<file path="src/rtl/dma_pkg.sv">
// Package dma_pkg: shared state encoding, register offsets and bit positions
// for the block transfer engine. Assumes a four-word register window.
package dma_pkg;
    typedef enum logic [2:0] {
        ST_IDLE,
        ST_WAIT_EOI,
        ST_REQ,
        ST_XFER,
        ST_RELEASE
    } dma_state_t;

    localparam logic [1:0] OFS_ADDR  = 2'd0;
    localparam logic [1:0] OFS_COUNT = 2'd1;
    localparam logic [1:0] OFS_CTRL  = 2'd2;
    localparam logic [1:0] OFS_STAT  = 2'd3;

    localparam int CTRL_START = 0;
    localparam int CTRL_STEAL = 1;
    localparam int CTRL_DIR   = 2;
    localparam int STAT_BUSY  = 0;
    localparam int STAT_DONE  = 1;
endpackage

</file>
<file path="src/rtl/dma_regs.sv">
// Module dma_regs: software register window. It holds the pacing and
// direction bits and the sticky done flag, decodes writes into load and start
// pulses, and muxes the read data. Assumes the address and count storage live
// in the sequencer and are only loaded while the engine is idle.
module dma_regs
    import dma_pkg::*;
#(
    parameter int DW = 32,
    parameter int AW = 16,
    parameter int CW = 16
) (
    input  logic          clk,
    input  logic          rst_n,
    input  logic [1:0]    reg_addr,
    input  logic          reg_wr_en,
    input  logic [DW-1:0] reg_wdata,
    output logic [DW-1:0] reg_rdata,
    input  logic          busy,
    input  logic          finish,
    input  logic [AW-1:0] cur_addr,
    input  logic [CW-1:0] cur_count,
    output logic          ld_addr,
    output logic          ld_count,
    output logic          start,
    output logic          start_steal,
    output logic          steal_q,
    output logic          dir_rd_q,
    output logic          done
);
    logic wr_ctrl;
    logic wr_stat;
    logic unused_wdata_hi;

    assign unused_wdata_hi = ^reg_wdata[DW-1:3];

    // Decode software writes; configuration writes are dropped while busy.
    always_comb begin
        ld_addr     = reg_wr_en && (reg_addr == OFS_ADDR) && !busy;
        ld_count    = reg_wr_en && (reg_addr == OFS_COUNT) && !busy;
        wr_ctrl     = reg_wr_en && (reg_addr == OFS_CTRL) && !busy;
        wr_stat     = reg_wr_en && (reg_addr == OFS_STAT);
        start       = wr_ctrl && reg_wdata[CTRL_START];
        start_steal = reg_wdata[CTRL_STEAL];
    end

    // Hold pacing and direction chosen by the last accepted control write.
    always_ff @(posedge clk) begin
        if (!rst_n) begin
            steal_q  <= 1'b0;
            dir_rd_q <= 1'b0;
        end else if (wr_ctrl) begin
            steal_q  <= reg_wdata[CTRL_STEAL];
            dir_rd_q <= reg_wdata[CTRL_DIR];
        end
    end

    // Sticky done flag: completion outranks a same-cycle clear.
    always_ff @(posedge clk) begin
        if (!rst_n) begin
            done <= 1'b0;
        end else if (finish) begin
            done <= 1'b1;
        end else if (wr_stat && reg_wdata[STAT_DONE]) begin
            done <= 1'b0;
        end
    end

    // Read mux over the four-word window.
    always_comb begin
        reg_rdata = '0;
        unique case (reg_addr)
            OFS_ADDR:  reg_rdata = DW'(cur_addr);
            OFS_COUNT: reg_rdata = DW'(cur_count);
            OFS_CTRL: begin
                reg_rdata[CTRL_STEAL] = steal_q;
                reg_rdata[CTRL_DIR]   = dir_rd_q;
            end
            default: begin
                reg_rdata[STAT_BUSY] = busy;
                reg_rdata[STAT_DONE] = done;
            end
        endcase
    end

    // configuration cannot change under a running block.
    a_r10_cfg_frozen: assert property (@(posedge clk) disable iff (!rst_n)
        busy |=> ($stable(steal_q) && $stable(dir_rd_q)));
endmodule

</file>
<file path="src/rtl/dma_addr_cnt.sv">
// Module dma_addr_cnt: address and remaining-count storage. It loads from
// software and steps once per completed memory cycle. Assumes load and step
// never coincide (loads are only accepted while idle).
module dma_addr_cnt #(
    parameter int AW = 16,
    parameter int CW = 16
) (
    input  logic          clk,
    input  logic          rst_n,
    input  logic          ld_addr,
    input  logic          ld_count,
    input  logic [AW-1:0] new_addr,
    input  logic [CW-1:0] new_count,
    input  logic          step,
    output logic [AW-1:0] addr,
    output logic [CW-1:0] count,
    output logic          cnt_zero,
    output logic          cnt_one
);
    localparam logic [AW-1:0] ADDR_INC = AW'(1);
    localparam logic [CW-1:0] CNT_DEC  = CW'(1);

    // Address register: load from software or advance one word.
    always_ff @(posedge clk) begin
        if (!rst_n) begin
            addr <= '0;
        end else if (ld_addr) begin
            addr <= new_addr;
        end else if (step) begin
            addr <= addr + ADDR_INC;
        end
    end

    // Remaining-count register: load from software or count one word down.
    always_ff @(posedge clk) begin
        if (!rst_n) begin
            count <= '0;
        end else if (ld_count) begin
            count <= new_count;
        end else if (step) begin
            count <= count - CNT_DEC;
        end
    end

    // Flags that the sequencer uses to end a block.
    always_comb begin
        cnt_zero = (count == '0);
        cnt_one  = (count == CNT_DEC);
    end

    // the sequencer never steps an exhausted count.
    a_r3_no_underflow: assert property (@(posedge clk) disable iff (!rst_n)
        step |-> !cnt_zero);
endmodule

</file>
<file path="src/rtl/dma_bus_fsm.sv">
// Module dma_bus_fsm: bus ownership and transfer sequencer. It runs the
// request/grant handshake, issues one memory strobe per word, moves data
// between device port and memory, and signals completion once the grant
// is gone. Assumes the grant is not withdrawn while the request is high
// and that dev_in_data is held stable while dev_in_valid is high.
module dma_bus_fsm
    import dma_pkg::*;
#(
    parameter int DW = 32
) (
    input  logic          clk,
    input  logic          rst_n,
    input  logic          start,
    input  logic          start_steal,
    input  logic          steal,
    input  logic          dir_rd,
    input  logic          cnt_zero,
    input  logic          cnt_one,
    input  logic          bg,
    input  logic          end_of_instr,
    input  logic          mem_ack,
    input  logic [DW-1:0] mem_rdata,
    input  logic          dev_in_valid,
    input  logic [DW-1:0] dev_in_data,
    input  logic          dev_out_ready,
    output logic          br,
    output logic          bus_oe,
    output logic          mem_we,
    output logic          mem_re,
    output logic [DW-1:0] mem_wdata,
    output logic          dev_in_ready,
    output logic          dev_out_valid,
    output logic [DW-1:0] dev_out_data,
    output logic          step,
    output logic          finish,
    output logic          busy
);
    dma_state_t state, state_nx;
    logic       out_full;
    logic       owning;

    // Strobes and data steering while the engine owns the bus.
    always_comb begin
        owning       = (state == ST_XFER) && bg;
        bus_oe       = owning;
        mem_we       = owning && !dir_rd && dev_in_valid;
        mem_re       = owning && dir_rd && !out_full;
        mem_wdata    = dir_rd ? '0 : dev_in_data;
        step         = (mem_we || mem_re) && mem_ack;
        dev_in_ready = mem_we && mem_ack;
        br           = (state == ST_REQ) || (state == ST_XFER);
        busy         = (state != ST_IDLE);
    end

    // Next-state and completion decode.
    always_comb begin
        state_nx = state;
        finish   = 1'b0;
        unique case (state)
            ST_IDLE: begin
                if (start) begin
                    if (cnt_zero) begin
                        finish = 1'b1;
                    end else if (start_steal) begin
                        state_nx = ST_WAIT_EOI;
                    end else begin
                        state_nx = ST_REQ;
                    end
                end
            end
            ST_WAIT_EOI: begin
                if (end_of_instr) state_nx = ST_REQ;
            end
            ST_REQ: begin
                if (bg) state_nx = ST_XFER;
            end
            ST_XFER: begin
                if (step && (steal || cnt_one)) state_nx = ST_RELEASE;
            end
            default: begin
                if (!bg) begin
                    if (cnt_zero) begin
                        finish   = 1'b1;
                        state_nx = ST_IDLE;
                    end else begin
                        state_nx = ST_WAIT_EOI;
                    end
                end
            end
        endcase
    end

    // State register.
    always_ff @(posedge clk) begin
        if (!rst_n) state <= ST_IDLE;
        else        state <= state_nx;
    end

    // One-word holding buffer toward the device in memory-to-device direction.
    always_ff @(posedge clk) begin
        if (!rst_n) begin
            out_full     <= 1'b0;
            dev_out_data <= '0;
        end else if (mem_re && mem_ack) begin
            out_full     <= 1'b1;
            dev_out_data <= mem_rdata;
        end else if (out_full && dev_out_ready) begin
            out_full     <= 1'b0;
        end
    end

    assign dev_out_valid = out_full;

    // nothing is driven on the bus without the grant.
    a_r2_no_drive_without_grant: assert property (@(posedge clk) disable iff (!rst_n)
        (mem_we || mem_re || bus_oe) |-> (bg && br));

    // a stolen cycle gives the bus back right after its word.
    a_r6_one_word_per_tenure: assert property (@(posedge clk) disable iff (!rst_n)
        (step && steal) |=> !br);

    // an empty block finishes without asking for the bus.
    a_r9_empty_no_request: assert property (@(posedge clk) disable iff (!rst_n)
        (state == ST_IDLE && start && cnt_zero) |=> (!br && !busy));

    // completion is only flagged once the grant is low.
    a_r7_finish_bus_free: assert property (@(posedge clk) disable iff (!rst_n)
        finish |-> (!bg && !br));
endmodule

</file>
<file path="src/rtl/dma_ctrl.sv">
// Module dma_ctrl: top of the block transfer engine. It ties the register
// window, the address/count sequencer and the bus state machine together.
// Assumes AW and CW do not exceed DW and DW is wider than 3 bits.
module dma_ctrl #(
    parameter int DW = 32,
    parameter int AW = 16,
    parameter int CW = 16
) (
    input  logic          clk,
    input  logic          rst_n,
    input  logic [1:0]    reg_addr,
    input  logic          reg_wr_en,
    input  logic [DW-1:0] reg_wdata,
    output logic [DW-1:0] reg_rdata,
    output logic          irq,
    output logic          br,
    input  logic          bg,
    input  logic          end_of_instr,
    output logic          bus_oe,
    output logic [AW-1:0] mem_addr,
    output logic [DW-1:0] mem_wdata,
    output logic          mem_we,
    output logic          mem_re,
    input  logic [DW-1:0] mem_rdata,
    input  logic          mem_ack,
    input  logic          dev_in_valid,
    output logic          dev_in_ready,
    input  logic [DW-1:0] dev_in_data,
    output logic          dev_out_valid,
    input  logic          dev_out_ready,
    output logic [DW-1:0] dev_out_data
);
    logic          busy, finish, step;
    logic          ld_addr, ld_count, start, start_steal;
    logic          steal_q, dir_rd_q, done;
    logic          cnt_zero, cnt_one;
    logic [AW-1:0] cur_addr;
    logic [CW-1:0] cur_count;

    dma_regs #(.DW(DW), .AW(AW), .CW(CW)) u_regs (
        .clk(clk), .rst_n(rst_n),
        .reg_addr(reg_addr), .reg_wr_en(reg_wr_en), .reg_wdata(reg_wdata),
        .reg_rdata(reg_rdata), .busy(busy), .finish(finish),
        .cur_addr(cur_addr), .cur_count(cur_count),
        .ld_addr(ld_addr), .ld_count(ld_count), .start(start),
        .start_steal(start_steal), .steal_q(steal_q), .dir_rd_q(dir_rd_q),
        .done(done)
    );

    dma_addr_cnt #(.AW(AW), .CW(CW)) u_seq (
        .clk(clk), .rst_n(rst_n),
        .ld_addr(ld_addr), .ld_count(ld_count),
        .new_addr(reg_wdata[AW-1:0]), .new_count(reg_wdata[CW-1:0]),
        .step(step), .addr(cur_addr), .count(cur_count),
        .cnt_zero(cnt_zero), .cnt_one(cnt_one)
    );

    dma_bus_fsm #(.DW(DW)) u_fsm (
        .clk(clk), .rst_n(rst_n),
        .start(start), .start_steal(start_steal), .steal(steal_q),
        .dir_rd(dir_rd_q), .cnt_zero(cnt_zero), .cnt_one(cnt_one),
        .bg(bg), .end_of_instr(end_of_instr), .mem_ack(mem_ack),
        .mem_rdata(mem_rdata), .dev_in_valid(dev_in_valid),
        .dev_in_data(dev_in_data), .dev_out_ready(dev_out_ready),
        .br(br), .bus_oe(bus_oe), .mem_we(mem_we), .mem_re(mem_re),
        .mem_wdata(mem_wdata), .dev_in_ready(dev_in_ready),
        .dev_out_valid(dev_out_valid), .dev_out_data(dev_out_data),
        .step(step), .finish(finish), .busy(busy)
    );

    assign mem_addr = cur_addr;
    assign irq      = done;

    // the interrupt only rises with the bus already handed back.
    a_r7_irq_after_release: assert property (@(posedge clk) disable iff (!rst_n)
        $rose(irq) |-> (!bg && !br));
endmodule

</file>
<file path="config.mk">
export PLATFORM = sky130hd
export DESIGN_NAME = dma_ctrl
export DESIGN_NICKNAME = d
export VERILOG_FILES = /design/src/rtl/dma_pkg.sv /design/src/rtl/dma_regs.sv /design/src/rtl/dma_addr_cnt.sv /design/src/rtl/dma_bus_fsm.sv /design/src/rtl/dma_ctrl.sv
export SDC_FILE = /design/constraint.sdc
export NUM_CORES = 1
export LEC_CHECK = 0
export ABC_AREA = 1
export ABC_CLOCK_PERIOD_IN_PS = 1300
export BUFFER_PORTS_ARGS = -buffer_cell sky130_fd_sc_hd__buf_2
export CELL_PAD_IN_SITES_DETAIL_PLACEMENT = 2
export CELL_PAD_IN_SITES_GLOBAL_PLACEMENT = 2
export CORE_MARGIN = 5
export CORE_UTILIZATION = 20
export DETAILED_ROUTE_END_ITERATION = 10
export GPL_TIMING_DRIVEN = 1
export PLACE_DENSITY_LB_ADDON = 0.1
export SETUP_SLACK_MARGIN = 0.15
export SKIP_LAST_GASP = 1
export SYNTH_ARGS = -nofsm -noshare
export SYNTH_HDL_FRONTEND = slang
export SYNTH_SLANG_ARGS = --single-unit
export TNS_END_PERCENT = 1
</file>
<file path="constraint.sdc">
create_clock -name clk -period 1.3 [get_ports clk]
set_input_delay 0.13 -clock clk [delete_from_list [all_inputs] [get_ports clk]]
set_output_delay 0.13 -clock clk [all_outputs]
set_load 0.005 [all_outputs]
</file>
# Yosys cells after proc, flatten, opt, wreduce, memory -nomap -nowiden
# Cells that the tools add are included.
# W data, S select, Z words.
dict set report totals {
  ff_bits 71
  out_inout_bits 119
  inputBits 106
}
dict set report classes {
  reduce_logical 35
  n_eq_ne 13
  mux 26
  add_sub_neg 2
}
# op n
set ops {}
lappend ops {{$mux W16} 4}
lappend ops {{$mux W32} 1}
lappend ops {{$pmux W13 S2} 1}
lappend ops {{$logic_and A1 B1 Y1} 19}
lappend ops {{$mux W3} 6}
lappend ops {{$add A16 B1 Y16 const B} 1}
lappend ops {{$eq A16 B1 Y1 const B} 1}
lappend ops {{$logic_not A16 Y1} 1}
lappend ops {{$sub A16 B1 Y16 const B} 1}
lappend ops {{$pmux W3 S4} 1}
lappend ops {{$ne A2 B2 Y1 const B} 5}
lappend ops {{$pmux W1 S3} 3}
lappend ops {{$mux W1} 8}
lappend ops {{$reduce_bool A2 Y1} 4}
lappend ops {{$eq A3 B2 Y1 const B} 2}
lappend ops {{$reduce_and A6 Y1} 1}
lappend ops {{$ne A5 B1 Y1 const B} 1}
lappend ops {{$eq A2 B2 Y1 const B} 2}
lappend ops {{$eq A3 B1 Y1 const B} 1}
lappend ops {{$logic_not A1 Y1} 3}
lappend ops {{$logic_not A3 Y1} 1}
lappend ops {{$logic_or A1 B1 Y1} 3}
lappend ops {{$reduce_bool A3 Y1} 1}
lappend ops {{$reduce_or A3 Y1} 1}
lappend ops {{4 further kinds} 4}

# Depth between registers and ports, before layout
dict set report logic_depth {
  depth_word 9
  ltp_mapped 12
}

# Cells and area by module
# Synthesis repeated with hierarchy kept, for this count alone.
dict set report hier_totals {
  hier_cells 664
  area_unflattened_um2 4609.4
}
# mod area_per_inst_um2 cells_each n_inst
set by_module_without_submodules {}
lappend by_module_without_submodules {dma_addr_cnt 2045.7 317 1}
lappend by_module_without_submodules {dma_bus_fsm 2030.7 270 1}
lappend by_module_without_submodules {dma_regs 533.0 77 1}

# Worst setup path after synthesis
# Ideal clock, no wire load.
dict set report synth_timing {
  path_type {flip-flop to flip-flop}
  startpoint {register u_seq.count[0]}
  endpoint {register u_fsm.state[0]}
  slack_ps -103
  arrival_time_ps 1294
  n_path_buf 0
  setup_ps 110
  path_stages_with_launch 12
  path_cell_list {dfxtp_1 -> inv_1 -> ha_1 -> nand2_1 -> nor2_4 -> nand3_1 -> nand2_1 -> nand2_1 -> nand3_1 -> nand2_1 -> inv_1 -> nor2_1}
}
dict set report synth_between {
  elab_chain_cells 5
  word_cells_on_any_way 10
  classes_between {eq/ne (3); mux (3); reduce/logical (4)}
}
# item line
set synth_rtl {}
lappend synth_rtl {{start, declared} dma_addr_cnt.sv:16} ;# output logic [CW-1:0] count,
lappend synth_rtl {{start signal, assigned} dma_addr_cnt.sv:39} ;# count <= new_count;
lappend synth_rtl {{start signal, assigned} dma_addr_cnt.sv:41} ;# count <= count - CNT_DEC;
lappend synth_rtl {{$eq A16 B1 Y1} dma_addr_cnt.sv:48} ;# cnt_one = (count == CNT_DEC);
lappend synth_rtl {{$logic_or A1 B1 Y1} dma_bus_fsm.sv:78} ;# if (step && (steal || cnt_one)) state_nx = ST_RELEASE;
lappend synth_rtl {{$logic_and A1 B1 Y1} dma_bus_fsm.sv:78}
lappend synth_rtl {{$ne A2 B2 Y1 (no source line)} n/a}
lappend synth_rtl {{$reduce_and A6 Y1 (no source line)} n/a}
lappend synth_rtl {{end signal, assigned} dma_bus_fsm.sv:96} ;# else state <= state_nx;
lappend synth_rtl {{end, declared} dma_bus_fsm.sv:38} ;# dma_state_t state, state_nx;
# Several ways; a longest one is shown, not always the timed one. The select of a mux whose other input is x is not followed.
# A chain may end at the register's enable or synchronous reset.

# Worst setup path after layout
dict set report layout_timing {
  startpoint {register u_fsm.state[1]}
  endpoint {register u_seq.count[6]}
}
dict set report layout_between {
  elab_chain_cells 7
  word_cells_on_any_way 13
  classes_between {eq/ne (1); mux (1); reduce/logical (11)}
}
# item line
set layout_rtl {}
lappend layout_rtl {{$eq A3 B2 Y1} dma_bus_fsm.sv:44} ;# owning = (state == ST_XFER) && bg;
lappend layout_rtl {{$logic_and A1 B1 Y1} dma_bus_fsm.sv:44}
lappend layout_rtl {{$logic_and A1 B1 Y1, on equally long branches (2 in series)} {dma_bus_fsm.sv:46, dma_bus_fsm.sv:47}}
lappend layout_rtl {{$logic_or A1 B1 Y1} dma_bus_fsm.sv:49} ;# step = (mem_we || mem_re) && mem_ack;
lappend layout_rtl {{$logic_and A1 B1 Y1} dma_bus_fsm.sv:49}
lappend layout_rtl {{$reduce_bool A2 Y1 (no source line)} n/a}
# Several ways; a longest one is shown, not always the timed one.

==> flow_metrics.py <==
metrics = {
    "clock_network": {
        "clockBufferDepth": 2,
        "tritoncts": "done",
        "clock_latency_ns": 0.35,
        "cts_hold_buf": 0,
        "cts.reportedPaths.clkPinSlew_ns": 0.07,
        "root_buffer": "clkbuf_16",
        "clock_sinks": 71,
        "cts_max_level": 3,
        "cts_buffers": 9,
    },
    "power_and_ir_drop": {
        "pwr-share-seq_pct": 32.1,
        "powerDensity_mw_per_mm2": 1142,
        "power_switching_share_pct": 36.14,
        "ir_drop_mv": 0.6195,
        "clkPwrFrac_pct": 33.0,
        "power_switching_mw": 2.736,
        "p_int_mw": 4.834,
        "p_leak_nw": 3.509,
        "pwr-share-comb_pct": 34.9,
    },
    "floorplanning": {
        "fp-row-count": 53,
        "start_util_pct": 20.23,
        "dieWidth_um": 155.4,
        "core_area_mm2": 0.02089,
        "num_io_pins": 225,
        "dieArea_mm2": 0.02414,
        "die_h_um": 155.4,
    },
    "grt": {
        "grt_pass1_wl_um": 33220,
        "grt.overflow.total": 0,
        "antenna_found_initial": 1,
        "grt_use_total_pct": 17.46,
        "grt_max_degree": 41,
        "grt_pass1_vias": 6159,
    },
    "layout": {
        "fin_util_pct": 31.73,
        "final_nets": 1070,
        "layout-drive-gt1-share_pct": 37.47,
        "layout_commonest_cell": "buf_2",
        "syn_to_final_growth_pct": 56.84,
        "layout_common_cells": "buf_2, nand2_1, inv_1",
        "n_fill_cell": 2598,
    },
    "routing": {
        "wl_per_cell_um": 17.19,
        "viasPerCell": 4.293,
        "drt_first_pass_iters": 4,
        "antenna_left": 0,
        "wl_um": 21350,
        "drt-initial-drc-count": 189,
        "dr_total_vias": 5332,
        "route.detailed.drc": 0,
    },
    "setup_path": {
        "cp.arrival_ns": 1.84,
        "crit_type": "reg -> reg",
        "worst-path-max-fanout": 8,
        "startpoint_type": "flop",
        "endpoint_kind": "flop",
        "critPathRequiredTime_ns": 1.52,
    },
    "sta": {
        "rsz0062_at_grt": "yes",
        "period_minus_slack_ns": 1.614,
        "worst_slack_ns": -0.3137,
        "hold_viol_final": 0,
        "maxSlewViolCount": 0,
        "min_period_over_period_pct": 124.1,
        "finClkSkew_ns": 0.006711,
        "setup_violations": 119,
        "max_freq_mhz": 619.7,
    },
    "synth": {
        "ys_seq_area_share_pct": 33.63,
        "postSynthAreaPerCell_um2": 6.290,
        "yosysWarnings": 0,
        "synthCells": 672,
        "ys_ff_latch": 71,
        "yosys.cell_types.count": 34,
        "netlist_area_mm2": 0.004227,
    },
    "place": {
        "place.gp.congestion": 0.8393,
        "dpl_worst_slack_ns": -0.4436,
        "dp_hpwl_um": 17610,
        "port_buffers": 192,
    },
    "job": {
        "maxCapViolCount": 0,
    },
    "outcome": {
        "violations": "setup timing",
        "status": "finished, violations left",
    },
    "min_path": {
        "hp-class": "in -> reg",
    },
}
routing by layer:
layer  vias up  track usage (%)  wire (um)
li1       2642                -          -
met3        19            3.700       1042
met2        99            31.63      11200
met1      2572            20.74       8769
met5         -                0          0
met4         0            4.877        330
path summary, 6_finish.rpt:
check                              from                     to  slack (ns)  cells past startpoint
hold reg to reg   u_fsm.dev_out_data[3]  u_fsm.dev_out_data[3]        0.45                      2
setup / recovery         u_fsm.state[1]         u_seq.count[6]       -0.31                      7
setup reg to reg         u_fsm.state[1]         u_seq.count[6]       -0.31                      7
hold / removal            dev_out_ready    u_fsm.dev_out_valid        0.04                      4
registers in the layout, summed over array words and instances (netlist names):
register,flops
u_regs.done,1
u_fsm.dev_out_valid,1
u_regs.dir_rd_q,1
u_seq.count,16
u_fsm.state,3
u_seq.addr,16
u_regs.steal_q,1
u_fsm.dev_out_data,32
per-stage QoR:
stage                     total power, mW  std cells  TNS, ns  hold WS (ns)  instance area [um^2]
after global routing                8.049       1242   -34.54       0.06485                  6629
after detailed placement            5.035       1219   -13.31        0.4014                  6205
final                               7.571       1242   -21.54       0.04094                  6629
after CTS                           7.674       1239   -25.88       0.01803                  6574
after global placement              4.922       1219   -8.395        0.3930                  6205
after floorplan                     3.653        687  -0.2986        0.2686                  4312
final cells by class:
| type | instances | area, um^2 | share of cell area, % |
|---|---|---|---|
| diodes | 1 | 2.502 | 0.03775 |
| clock buffers | 9 | 225.2 | 3.398 |
| clock inverters | 7 | 62.56 | 0.9438 |
| inverters | 130 | 488.0 | 7.361 |
| multi-input cells | 445 | 2222 | 33.52 |
| flip-flops and latches | 71 | 1428 | 21.54 |
| well taps | 275 | 344.1 | 5.191 |
| repair buffers | 304 | 1857 | 28.01 |
kinds of logic (layout without fill, tap and decap cells):
| group | after synthesis | count (layout) | share of synthesized area (%) |
|---|---|---|---|
| AND/OR/NAND/NOR | 276 | 278 | 27.41 |
| adder cells (fa/ha/maj) | 3 | 3 | 0.8882 |
| other | 1 | 17 | 0.08872 |
| buffers and inverters | 173 | 450 | 17.61 |
| XOR/XNOR | 18 | 18 | 3.730 |
| AO/OA/AOI/OAI | 130 | 130 | 16.64 |
| flip-flops | 71 | 71 | 33.63 |
synth_stat cells:
| cell type | number | area [um^2] |
|---|---|---|
| nand2_1 | 137 | 514.2 |
| inv_1 | 128 | 480.5 |
| nor2_1 | 85 | 319.1 |
| dfxtp_1 | 71 | 1421 |
| o21ai_0 | 53 | 265.3 |
| a21oi_1 | 51 | 255.2 |
| nand3_1 | 34 | 170.2 |
| xor2_1 | 18 | 157.7 |
| buf_4 | 17 | 127.6 |
| clkbuf_1 | 15 | 56.30 |
| o22ai_1 | 8 | 50.05 |
| buf_2 | 7 | 35.03 |
| a31oi_1 | 6 | 37.54 |
| nor3_1 | 5 | 25.02 |
| nand4_1 | 4 | 25.02 |
| a22oi_1 | 3 | 22.52 |
| buf_6 | 3 | 33.78 |
| ha_1 | 3 | 37.54 |
| nor2_2 | 3 | 18.77 |
| a211oi_1 | 2 | 15.01 |
| inv_2 | 2 | 7.510 |
| nand2_2 | 2 | 12.51 |
| nor2_4 | 2 | 22.52 |
| nor3_4 | 2 | 32.53 |
| o221ai_1 | 2 | 17.52 |
| a21boi_1 | 1 | 7.510 |
| buf_1 | 1 | 3.750 |
| conb_1 | 1 | 3.750 |
| nand4_2 | 1 | 12.51 |
| o2111ai_1 | 1 | 8.760 |
| o211ai_1 | 1 | 7.510 |
| o311ai_0 | 1 | 8.760 |
| o31ai_1 | 1 | 7.510 |
| or2_2 | 1 | 6.260 |
power groups by stage:
stage | Combinational (mW) | Sequential (mW) | Clock, mW
after floorplan | 1.19 | 2.46 | 0
after global placement | 2.47 | 2.45 | 0
after detailed placement | 2.57 | 2.46 | 0
after CTS | 2.63 | 2.43 | 2.61
after global routing | 2.93 | 2.45 | 2.67
final | 2.64 | 2.43 | 2.50
what timing repair did:
item | CTS | global route
gates cloned | 1 | 1
setup buffers | 3 | 1
setup endpoints to repair | 131 | 133
endpoints found under the hold margin | 0 | 0
pin swaps | 3 | 11
resized for setup | 16 | 16
worst max-delay path, cell delays in order (launching register included):
cell and delay, ns:
dfxtp_2 0.34, buf_4 0.13, inv_2 0.08, nand2_4 0.09
nor3_4 0.28, inv_1 0.23, o21ai_0 0.26, a211oi_1 0.07
Power figures use the tool's default switching activity.
